===== src/rtl/edge_watch_pkg.sv =====
package edge_watch_pkg;
  typedef enum logic [1:0] {
    EDGE_RISE = 2'd0,
    EDGE_FALL = 2'd1,
    EDGE_ANY  = 2'd2
  } edge_kind_t;
endpackage


===== src/rtl/rearm_gen.sv =====
module rearm_gen (
  input  logic clk,
  input  logic rst,
  input  logic rearm_in,
  input  logic rearm_pulse_in,
  output logic first_o,
  output logic evt_o
);
  logic first_q;
  logic level_q;

  always_ff @(posedge clk) begin
    if (rst) begin
      first_q <= 1'b1;
      level_q <= 1'b0;
    end else begin
      first_q <= 1'b0;
      level_q <= rearm_in;
    end
  end

  assign first_o = first_q;
  assign evt_o   = first_q | (rearm_in & ~level_q) | rearm_pulse_in;

  // a level held high across evaluations gives no fresh re-arm
  a_r7_level_once: assert property (@(posedge clk) disable iff (rst)
    (rearm_in && !first_q && !rearm_pulse_in) |=> (!(rearm_in && !rearm_pulse_in) || !evt_o));
  // pulse input always re-arms
  a_r8_pulse_rearms: assert property (@(posedge clk) disable iff (rst)
    rearm_pulse_in |-> evt_o);
endmodule


===== src/rtl/prior_store.sv =====
module prior_store (
  input  logic clk,
  input  logic rst,
  input  logic first_i,
  input  logic evt_i,
  input  logic reload_sel_i,
  input  logic init_val_i,
  input  logic en_i,
  input  logic sig_i,
  output logic ref_o
);
  logic prior_q;
  logic load_init;

  assign load_init = first_i | (evt_i & reload_sel_i);
  assign ref_o     = load_init ? init_val_i : prior_q;

  always_ff @(posedge clk) begin
    if (rst) begin
      prior_q <= 1'b0;
    end else if (en_i) begin
      prior_q <= sig_i;
    end else begin
      prior_q <= ref_o;
    end
  end

  // first evaluation compares against the initial value
  a_r6_first_uses_init: assert property (@(posedge clk) disable iff (rst)
    first_i |-> (ref_o == init_val_i));
  // disabled with no reloading re-arm keeps the stored value
  a_r11_frozen_when_off: assert property (@(posedge clk) disable iff (rst)
    (!en_i && !first_i && !(evt_i && reload_sel_i)) |=> $stable(prior_q));
  // an enabled evaluation stores the signal
  a_r5_stores_sig: assert property (@(posedge clk) disable iff (rst)
    en_i |=> (prior_q == $past(sig_i)));
endmodule


===== src/rtl/edge_cmp.sv =====
module edge_cmp
  import edge_watch_pkg::*;
#(
  parameter edge_kind_t EDGE = EDGE_RISE
) (
  input  logic ref_i,
  input  logic sig_i,
  input  logic en_i,
  output logic hit_o
);
  logic raw;

  generate
    if (EDGE == EDGE_RISE) begin : g_rise
      assign raw = ~ref_i & sig_i;
    end else if (EDGE == EDGE_FALL) begin : g_fall
      assign raw = ref_i & ~sig_i;
    end else begin : g_any
      assign raw = ref_i ^ sig_i;
    end
  endgenerate

  assign hit_o = en_i & raw;
endmodule


===== src/rtl/edge_watch.sv =====
module edge_watch
  import edge_watch_pkg::*;
#(
  parameter edge_kind_t EDGE = EDGE_RISE
) (
  input  logic clk,
  input  logic rst,
  input  logic sig_in,
  input  logic en_in,
  input  logic rearm_in,
  input  logic rearm_pulse_in,
  input  logic init_val_in,
  input  logic reload_sel_in,
  output logic hit_o
);
  logic first_w;
  logic evt_w;
  logic ref_w;
  logic hit_d;
  logic hit_q;

  rearm_gen u_rearm (
    .clk            (clk),
    .rst            (rst),
    .rearm_in       (rearm_in),
    .rearm_pulse_in (rearm_pulse_in),
    .first_o        (first_w),
    .evt_o          (evt_w)
  );

  prior_store u_prior (
    .clk          (clk),
    .rst          (rst),
    .first_i      (first_w),
    .evt_i        (evt_w),
    .reload_sel_i (reload_sel_in),
    .init_val_i   (init_val_in),
    .en_i         (en_in),
    .sig_i        (sig_in),
    .ref_o        (ref_w)
  );

  edge_cmp #(.EDGE(EDGE)) u_cmp (
    .ref_i (ref_w),
    .sig_i (sig_in),
    .en_i  (en_in),
    .hit_o (hit_d)
  );

  always_ff @(posedge clk) begin
    if (rst) hit_q <= 1'b0;
    else     hit_q <= hit_d;
  end

  assign hit_o = hit_q;

  // disabled evaluation never flags
  a_r11_off_silent: assert property (@(posedge clk) disable iff (rst)
    !en_in |=> !hit_o);
  // rising mode flags only when the signal was high
  a_r2_rise_sig_high: assert property (@(posedge clk) disable iff (rst)
    (EDGE == EDGE_RISE && hit_o) |-> $past(sig_in));
  // falling mode flags only when the signal was low
  a_r3_fall_sig_low: assert property (@(posedge clk) disable iff (rst)
    (EDGE == EDGE_FALL && hit_o) |-> !$past(sig_in));
  // a reloading re-arm compares against the initial value
  a_r10_rearm_ref: assert property (@(posedge clk) disable iff (rst)
    (evt_w && reload_sel_in) |-> (ref_w == init_val_in));
endmodule


===== config.mk =====
export PLATFORM = sky130hd
export DESIGN_NAME = edge_watch
export DESIGN_NICKNAME = d
export VERILOG_FILES = /design/src/rtl/edge_watch_pkg.sv /design/src/rtl/rearm_gen.sv /design/src/rtl/prior_store.sv /design/src/rtl/edge_cmp.sv /design/src/rtl/edge_watch.sv
export SDC_FILE = /design/constraint.sdc
export NUM_CORES = 1
export LEC_CHECK = 0
export BUFFER_PORTS_ARGS = -buffer_cell sky130_fd_sc_hd__buf_2
export CORE_AREA = 2 2 39 41
export CTS_BUF_LIST = sky130_fd_sc_hd__clkbuf_4
export DETAILED_ROUTE_END_ITERATION = 6
export DIE_AREA = 0 0 41 43
export SYNTH_ARGS = -nofsm -noshare
export SYNTH_HDL_FRONTEND = slang
export SYNTH_SLANG_ARGS = --single-unit

===== constraint.sdc =====
create_clock -name clk -period 1.11 [get_ports clk]
set_input_delay 0.1665 -clock clk [delete_from_list [all_inputs] [get_ports clk]]
set_output_delay 0.1665 -clock clk [all_outputs]
set_load 0.03 [all_outputs]

==> results of run 1 <==
power groups by stage:
stage / registers [W] / clock network, W / logic [W]
6_report: 0.000154 / 0.000172 / 0.0000380
5_1_grt: 0.000154 / 0.000190 / 0.0000421
4_1_cts: 0.000154 / 0.000182 / 0.0000385
3_5_place_dp: 0.000156 / 0 / 0.0000384
3_3_place_gp: 0.000156 / 0 / 0.0000377
2_1_floorplan: 0.000159 / 0 / 0.0000166
sequential cells by signal (all words and copies together) (netlist names):
register	cells
u_rearm.level_q	1
u_rearm.first_o	1
u_prior.prior_q	1
hit_o	1
Yosys cell counts:
library cell,instances,area (um^2)
sky130_fd_sc_hd__dfxtp_1,4,80.1
sky130_fd_sc_hd__a21oi_1,2,10.0
sky130_fd_sc_hd__a21boi_1,1,7.51
sky130_fd_sc_hd__and3_4,1,11.3
sky130_fd_sc_hd__inv_1,1,3.75
sky130_fd_sc_hd__nand2_1,1,3.75
sky130_fd_sc_hd__nand3b_1,1,7.51
sky130_fd_sc_hd__nor2b_1,1,6.26
sky130_fd_sc_hd__nor4_2,1,12.5
sky130_fd_sc_hd__o31a_1,1,8.76
through the flow:
| step | instances | area (um^2) |
|---|---|---|
| floorplan | 14 | 151 |
| global placement | 38 | 211 |
| detailed placement | 38 | 211 |
| CTS | 41 | 234 |
| global route | 41 | 234 |
| finish | 41 | 234 |
critical path, stage by stage, from the launching register on:
cell                       delay [ns]
sky130_fd_sc_hd__dfxtp_1         0.28
sky130_fd_sc_hd__nand3b_1        0.16
sky130_fd_sc_hd__and3_4          0.19
sky130_fd_sc_hd__o31a_1          0.22
kinds of logic after synthesis:
group / share of synthesized area
compound gates: 0.174
flops: 0.529
buf+inv: 0.0248
simple gates: 0.273
worst max path at each step:
| stage | slack [ns] | end | depth (start not counted) |
|---|---|---|---|
| 4_1_cts | 0.14 | u_prior.prior_q$_SDFF_PP0_ | 3 |
| 5_1_grt | 0.11 | u_prior.prior_q$_SDFF_PP0_ | 3 |
| 3_3_place_gp | 0.15 | u_prior.prior_q$_SDFF_PP0_ | 4 |
| 3_5_place_dp | 0.14 | u_prior.prior_q$_SDFF_PP0_ | 4 |
| 2_1_floorplan | 0.17 | u_prior.prior_q$_SDFF_PP0_ | 3 |
| 6_report | 0.14 | u_prior.prior_q$_SDFF_PP0_ | 3 |
cell type report:
class,count,area share
flip-flops and latches,4,0.342
multi-input cells,9,0.289
repair buffers,8,0.171
clock buffers,3,0.0963
well taps,16,0.0856
inverters,1,0.0160
per-layer routing:
layer,vias to the layer above,track usage
li1,72,-
met1,61,0.0288
met2,4,0.0688
met3,0,0
met4,0,0.0800
met5,-,0
==> load_flow_metrics.sql, run 1 <==
INSERT INTO impl_metrics (metric_group, metric, value, unit) VALUES
('power', 'clock_power_share', '0.473', ''),
('setup_path', 'critical_path_arrival', '1.09', 'ns'),
('clocking', 'cts_max_level', '1', ''),
('power', 'power.ir.vdd_worst', '0.185', 'mV'),
('clocking', 'cts_root_buffer', 'sky130_fd_sc_hd__clkbuf_4', ''),
('global_route', 'global_route_wire_length_before_repair', '462', 'um'),
('global_route', 'grtUsageTotal', '0.0431', ''),
('clocking', 'clk-insertion-delay-late', '0.23', 'ns'),
('floorplanning', 'num_rows', '14', ''),
('setup_path', 'worst-r2r-cell-count', '3', ''),
('setup_path', 'cp_max_fo', '2', ''),
('sta', 'fmax', '1.03', 'GHz'),
('drt', 'postRouteAntennaNets', '0', ''),
('power', 'sequential_power_share', '0.423', ''),
('drt', 'met2WireLength', '174', 'um'),
('final_layout', 'fin_nets', '35', ''),
('global_route', 'antenna_found_initial', '0', ''),
('place', 'dp_worst_setup_slack', '0.136', 'ns'),
('run', 'max_cap_check_violation_count', '0', ''),
('final_layout', 'diodes', '0', ''),
('clocking', 'cts_stage_hold_buffer_count', '0', ''),
('sta', 'min_period_over_period', '0.876', ''),
('setup_path', 'timing.critical_path.required', '1.22', 'ns'),
('logic_synthesis', 'syn_inst', '14', ''),
('final_layout', 'layout_common_cells', '8 x sky130_fd_sc_hd__buf_2, 4 x sky130_fd_sc_hd__dfxtp_1, 3 x sky130_fd_sc_hd__clkbuf_4', ''),
('final_layout', 'area.sequential', '80.1', 'um^2'),
('clocking', 'tritoncts_clock_tree', 'built', ''),
('clocking', 'clkTransAtPathRegs', '0.04', 'ns'),
('drt', 'routed.top_layer', 'met3', ''),
('drt', 'remaining_routing_drc_violations', '0', ''),
('setup_path', 'critical_path.reg2reg.endpoint', 'u_prior.prior_q$_SDFF_PP0_', ''),
('sta', 'setup_total_negative_slack', '0', 'ns'),
('power', 'switchingPower', '0.0000713', 'W'),
('power', 'pwr-share-comb', '0.104', ''),
('sta', 'report.final.slew_viol_count', '0', ''),
('clocking', 'cts-buffers-inserted', '3', ''),
('power', 'power.internal', '0.000293', 'W'),
('final_layout', 'layout-drive-gt1-share', '0.520', ''),
('sta', 'setup-violations-final', '0', ''),
('sta', 'worst_pin_slew', '0.232', 'ns'),
('drt', 'routed_met1_length', '98', 'um'),
('setup_path', 'worst_reg2reg_setup_slack', '0.14', 'ns'),
('final_layout', 'multi_input_comb_area', '67.6', 'um^2'),
('drt', 'drt_iter0_markers', '0', ''),
('sta', 'clock_skew', '0.000885', 'ns'),
('logic_synthesis', 'synth.net_count', '22', ''),
('final_layout', 'n_fill_cell', '158', ''),
('logic_synthesis', 'post_synthesis_cell_type_count', '10', ''),
('clocking', 'ctsResizeCount', '0', ''),
('final_layout', 'fin_util', '0.169', ''),
('place', 'portBuffers', '8', ''),
('setup_path', 'worstSetupEndpointType', 'flop', ''),
('logic_synthesis', 'post_synth.cell_area_avg', '10.8', 'um^2'),
('global_route', 'grt_max_degree', '5', ''),
('logic_synthesis', 'synth_seq_cells', '4', ''),
('power', 'report.power.total', '0.000364', 'W'),
('power', 'power_switching_share', '0.196', ''),
('clocking', 'max-clock-path-buffers', '2', ''),
('drt', 'viasPerCell', '3.34', ''),
('logic_synthesis', 'yosysWarningCount', '0', ''),
('floorplanning', 'core-area', '1380', 'um^2'),
('hold_path', 'hold_end', 'u_rearm.first_o$_DFF_P_', ''),
('setup_path', 'start_kind', 'flop', ''),
('status', 'run_status', 'complete, no violations', ''),
('drt', 'detail_route.wl_per_cell', '7.12', 'um'),
('setup_path', 'worst-setup-path-type', 'flop to flop', ''),
('floorplanning', 'die-width', '41', 'um'),
('setup_path', 'worstSetupStartpoint', 'u_rearm.level_q$_SDFF_PP0_', ''),
('sta', 'hold_slack', '0.0929', 'ns'),
('place', 'place.gp.congestion', '0.555', ''),
('drt', 'finalWirelength', '292', 'um');
(Power assumes the default switching activity.)
==> run 2: changes to the inputs <==
Settings changed: PLACE_DENSITY set to 0.37.
==> run 2 against run 1 <==
Compared with the run above: count of clock-buffer cells in the layout unchanged; combinational power up 2%; sequential power about the same; worst setup slack worse by 0.012 ns; core utilization unchanged; design area unchanged; power up 1.6%; register-to-register slack about the same; routed wire length up 11%.
==> load_flow_metrics.sql, run 2 (synthesis results as in run 1) <==
INSERT INTO impl_metrics (metric_group, metric, value, unit) VALUES
('status', 'run_status', 'complete, no violations', ''),
('drt', 'num_vias', '136', ''),
('power', 'power.ir.vdd_worst', '0.781', 'mV'),
('sta', 'grt_setup_unrepaired', 'no', ''),
('setup_path', 'worst-r2r-cell-count', '3', ''),
('global_route', 'grt_pass1_vias', '153', ''),
('floorplanning', 'floorplan.die.height', '43', 'um'),
('clocking', 'cts_stage_hold_buffer_count', '0', ''),
('drt', 'remaining_routing_drc_violations', '0', ''),
('clocking', 'post-cts-setup-buffers', '0', ''),
('floorplanning', 'ioPinCount', '9', ''),
('setup_path', 'timing.critical_path.required', '1.22', 'ns'),
('floorplanning', 'die-width', '41', 'um'),
('hold_path', 'hold-path-cell-count', '1', ''),
('power', 'clock_power_share', '0.479', ''),
('clocking', 'cts_root_buffer', 'sky130_fd_sc_hd__clkbuf_4', ''),
('hold_path', 'worst_hold_path_type', 'input port to flop', ''),
('drt', 'drt_iter0_markers', '3', ''),
('power', 'power_density_of_the_placed_cells', '1580', 'nW/um^2'),
('drt', 'postRouteAntennaNets', '0', ''),
('floorplanning', 'num_rows', '14', ''),
('setup_path', 'start_kind', 'flop', ''),
('final_layout', 'fin_nets', '35', ''),
('floorplanning', 'fp.dieArea', '1760', 'um^2'),
('setup_path', 'worst-setup-path-type', 'flop to flop', ''),
('power', 'pwr-share-comb', '0.104', ''),
('setup_path', 'critical_path.reg2reg.endpoint', 'u_prior.prior_q$_SDFF_PP0_', ''),
('drt', 'viasPerCell', '3.32', ''),
('drt', 'firstDrtPassIters', '2', ''),
('global_route', 'antenna_found_initial', '0', ''),
('final_layout', 'most_common_cell_after_layout_fill_and_taps_aside', 'sky130_fd_sc_hd__buf_2', ''),
('place', 'place.gp.congestion', '0.574', ''),
('setup_path', 'critical_path_arrival', '1.10', 'ns'),
('hold_path', 'hold_end', 'u_rearm.first_o$_DFF_P_', ''),
('global_route', 'grt_remaining_overflow', '0', ''),
('sta', 'setup-violations-final', '0', ''),
('setup_path', 'regToRegStartpoint', 'u_rearm.level_q$_SDFF_PP0_', ''),
('sta', 'min_period_over_period', '0.886', ''),
('sta', 'hold_slack', '0.103', 'ns'),
('sta', 'hold_viol_final', '0', ''),
('setup_path', 'worstSetupEndpointType', 'flop', ''),
('run', 'max_cap_check_violation_count', '0', ''),
('drt', 'finalWirelength', '323', 'um'),
('drt', 'detail_route.wl_per_cell', '7.88', 'um'),
('final_layout', 'syn2layout_area_growth', '54.5', '%'),
('sta', 'fmax', '1.02', 'GHz'),
('place', 'portBuffers', '8', ''),
('power', 'switchingPower', '0.0000769', 'W'),
('final_layout', 'multi_input_comb_area', '67.6', 'um^2'),
('setup_path', 'worst_reg2reg_setup_slack', '0.13', 'ns'),
('setup_path', 'cp_max_fo', '2', ''),
('floorplanning', 'core-area', '1380', 'um^2'),
('clocking', 'cts_max_level', '1', ''),
('clocking', 'clk-insertion-delay-late', '0.23', 'ns'),
('power', 'power.internal', '0.000293', 'W'),
('floorplanning', 'initial_utilization', '0.109', ''),
('hold_path', 'worst_hold_startpoint', 'rst', ''),
('final_layout', 'n_fill_cell', '159', ''),
('sta', 'worst_pin_slew', '0.211', 'ns'),
('final_layout', 'layout_common_cells', '8 x sky130_fd_sc_hd__buf_2, 4 x sky130_fd_sc_hd__dfxtp_1, 3 x sky130_fd_sc_hd__clkbuf_4', ''),
('clocking', 'tritoncts_num_sinks', '4', ''),
('global_route', 'grt_max_degree', '5', ''),
('sta', 'period_minus_slack', '0.984', 'ns'),
('final_layout', 'diodes', '0', ''),
('clocking', 'clkTransAtPathRegs', '0.04', 'ns'),
('global_route', 'global_route_wire_length_before_repair', '607', 'um'),
('clocking', 'tritoncts_clock_tree', 'built', ''),
('final_layout', 'layout-drive-gt1-share', '0.520', ''),
('clocking', 'max-clock-path-buffers', '2', ''),
('clocking', 'ctsResizeCount', '0', ''),
('sta', 'worst_slew_margin_rel', '0.859', ''),
('clocking', 'cts-buffers-inserted', '3', ''),
('power', 'sequential_power_share', '0.417', ''),
('sta', 'clock_skew', '0.00207', 'ns'),
('final_layout', 'area.sequential', '80.1', 'um^2'),
('power', 'power_switching_share', '0.208', ''),
('power', 'p_leak', '0.105', 'nW'),
('sta', 'report.final.slew_viol_count', '0', ''),
('global_route', 'grtUsageTotal', '0.0582', ''),
('sta', 'setup_total_negative_slack', '0', 'ns');
==> run 2: cell counts in the layout (fill, tap and decap cells not counted) <==
Identical to the previous run, type by type.
==> run 2: routing by layer <==
layer | global-route usage | part of all wire
met5 | 0 | 0
met1 | 0.0673 | 0.48
met2 | 0.0594 | 0.30
met4 | 0.0400 | 0
met3 | 0.0628 | 0.21
==> run 2: how the worst max path moves through the flow <==
stage                                           from                          to  cells after the start
after floorplan           u_rearm.level_q$_SDFF_PP0_  u_prior.prior_q$_SDFF_PP0_                      3
after global placement    u_rearm.level_q$_SDFF_PP0_  u_prior.prior_q$_SDFF_PP0_                      3
after detailed placement  u_rearm.level_q$_SDFF_PP0_  u_prior.prior_q$_SDFF_PP0_                      3
after CTS                 u_rearm.level_q$_SDFF_PP0_  u_prior.prior_q$_SDFF_PP0_                      3
after global routing         u_rearm.first_o$_DFF_P_  u_prior.prior_q$_SDFF_PP0_                      3
final                     u_rearm.level_q$_SDFF_PP0_  u_prior.prior_q$_SDFF_PP0_                      3
==> run 2: worst max-delay path, stage by stage, from the launching register on <==
cell                       delay [ns]
sky130_fd_sc_hd__dfxtp_1         0.29
sky130_fd_sc_hd__nand3b_1        0.16
sky130_fd_sc_hd__and3_4          0.18
sky130_fd_sc_hd__o31a_1          0.24
==> run 2: power groups by stage <==
stage | logic [W] | clock network [W] | registers [W]
floorplan | 0.0000166 | 0 | 0.000159
global placement | 0.0000370 | 0 | 0.000156
detailed placement | 0.0000388 | 0 | 0.000157
CTS | 0.0000388 | 0.000188 | 0.000154
global route | 0.0000441 | 0.000201 | 0.000155
finish | 0.0000386 | 0.000177 | 0.000154
==> run 2: metrics by stage <==
| stage | power, W | instances | util | worst slack [ns] | cell area (um^2) |
|---|---|---|---|---|---|
| CTS | 0.000381 | 41 | 0.169 | 0.121 | 234 |
| global placement | 0.000193 | 38 | 0.153 | 0.160 | 211 |
| floorplan | 0.000175 | 14 | - | 0.174 | 151 |
| finish | 0.000370 | 41 | 0.169 | 0.126 | 234 |
| global route | 0.000400 | 41 | 0.169 | 0.0543 | 234 |
| detailed placement | 0.000195 | 38 | 0.153 | 0.122 | 211 |
==> run 2: final cells by class <==
class                   count  area share
clock buffers               3      0.0963
well taps                  16      0.0856
multi-input cells           9       0.289
flip-flops and latches      4       0.342
inverters                   1      0.0160
repair buffers              8       0.171
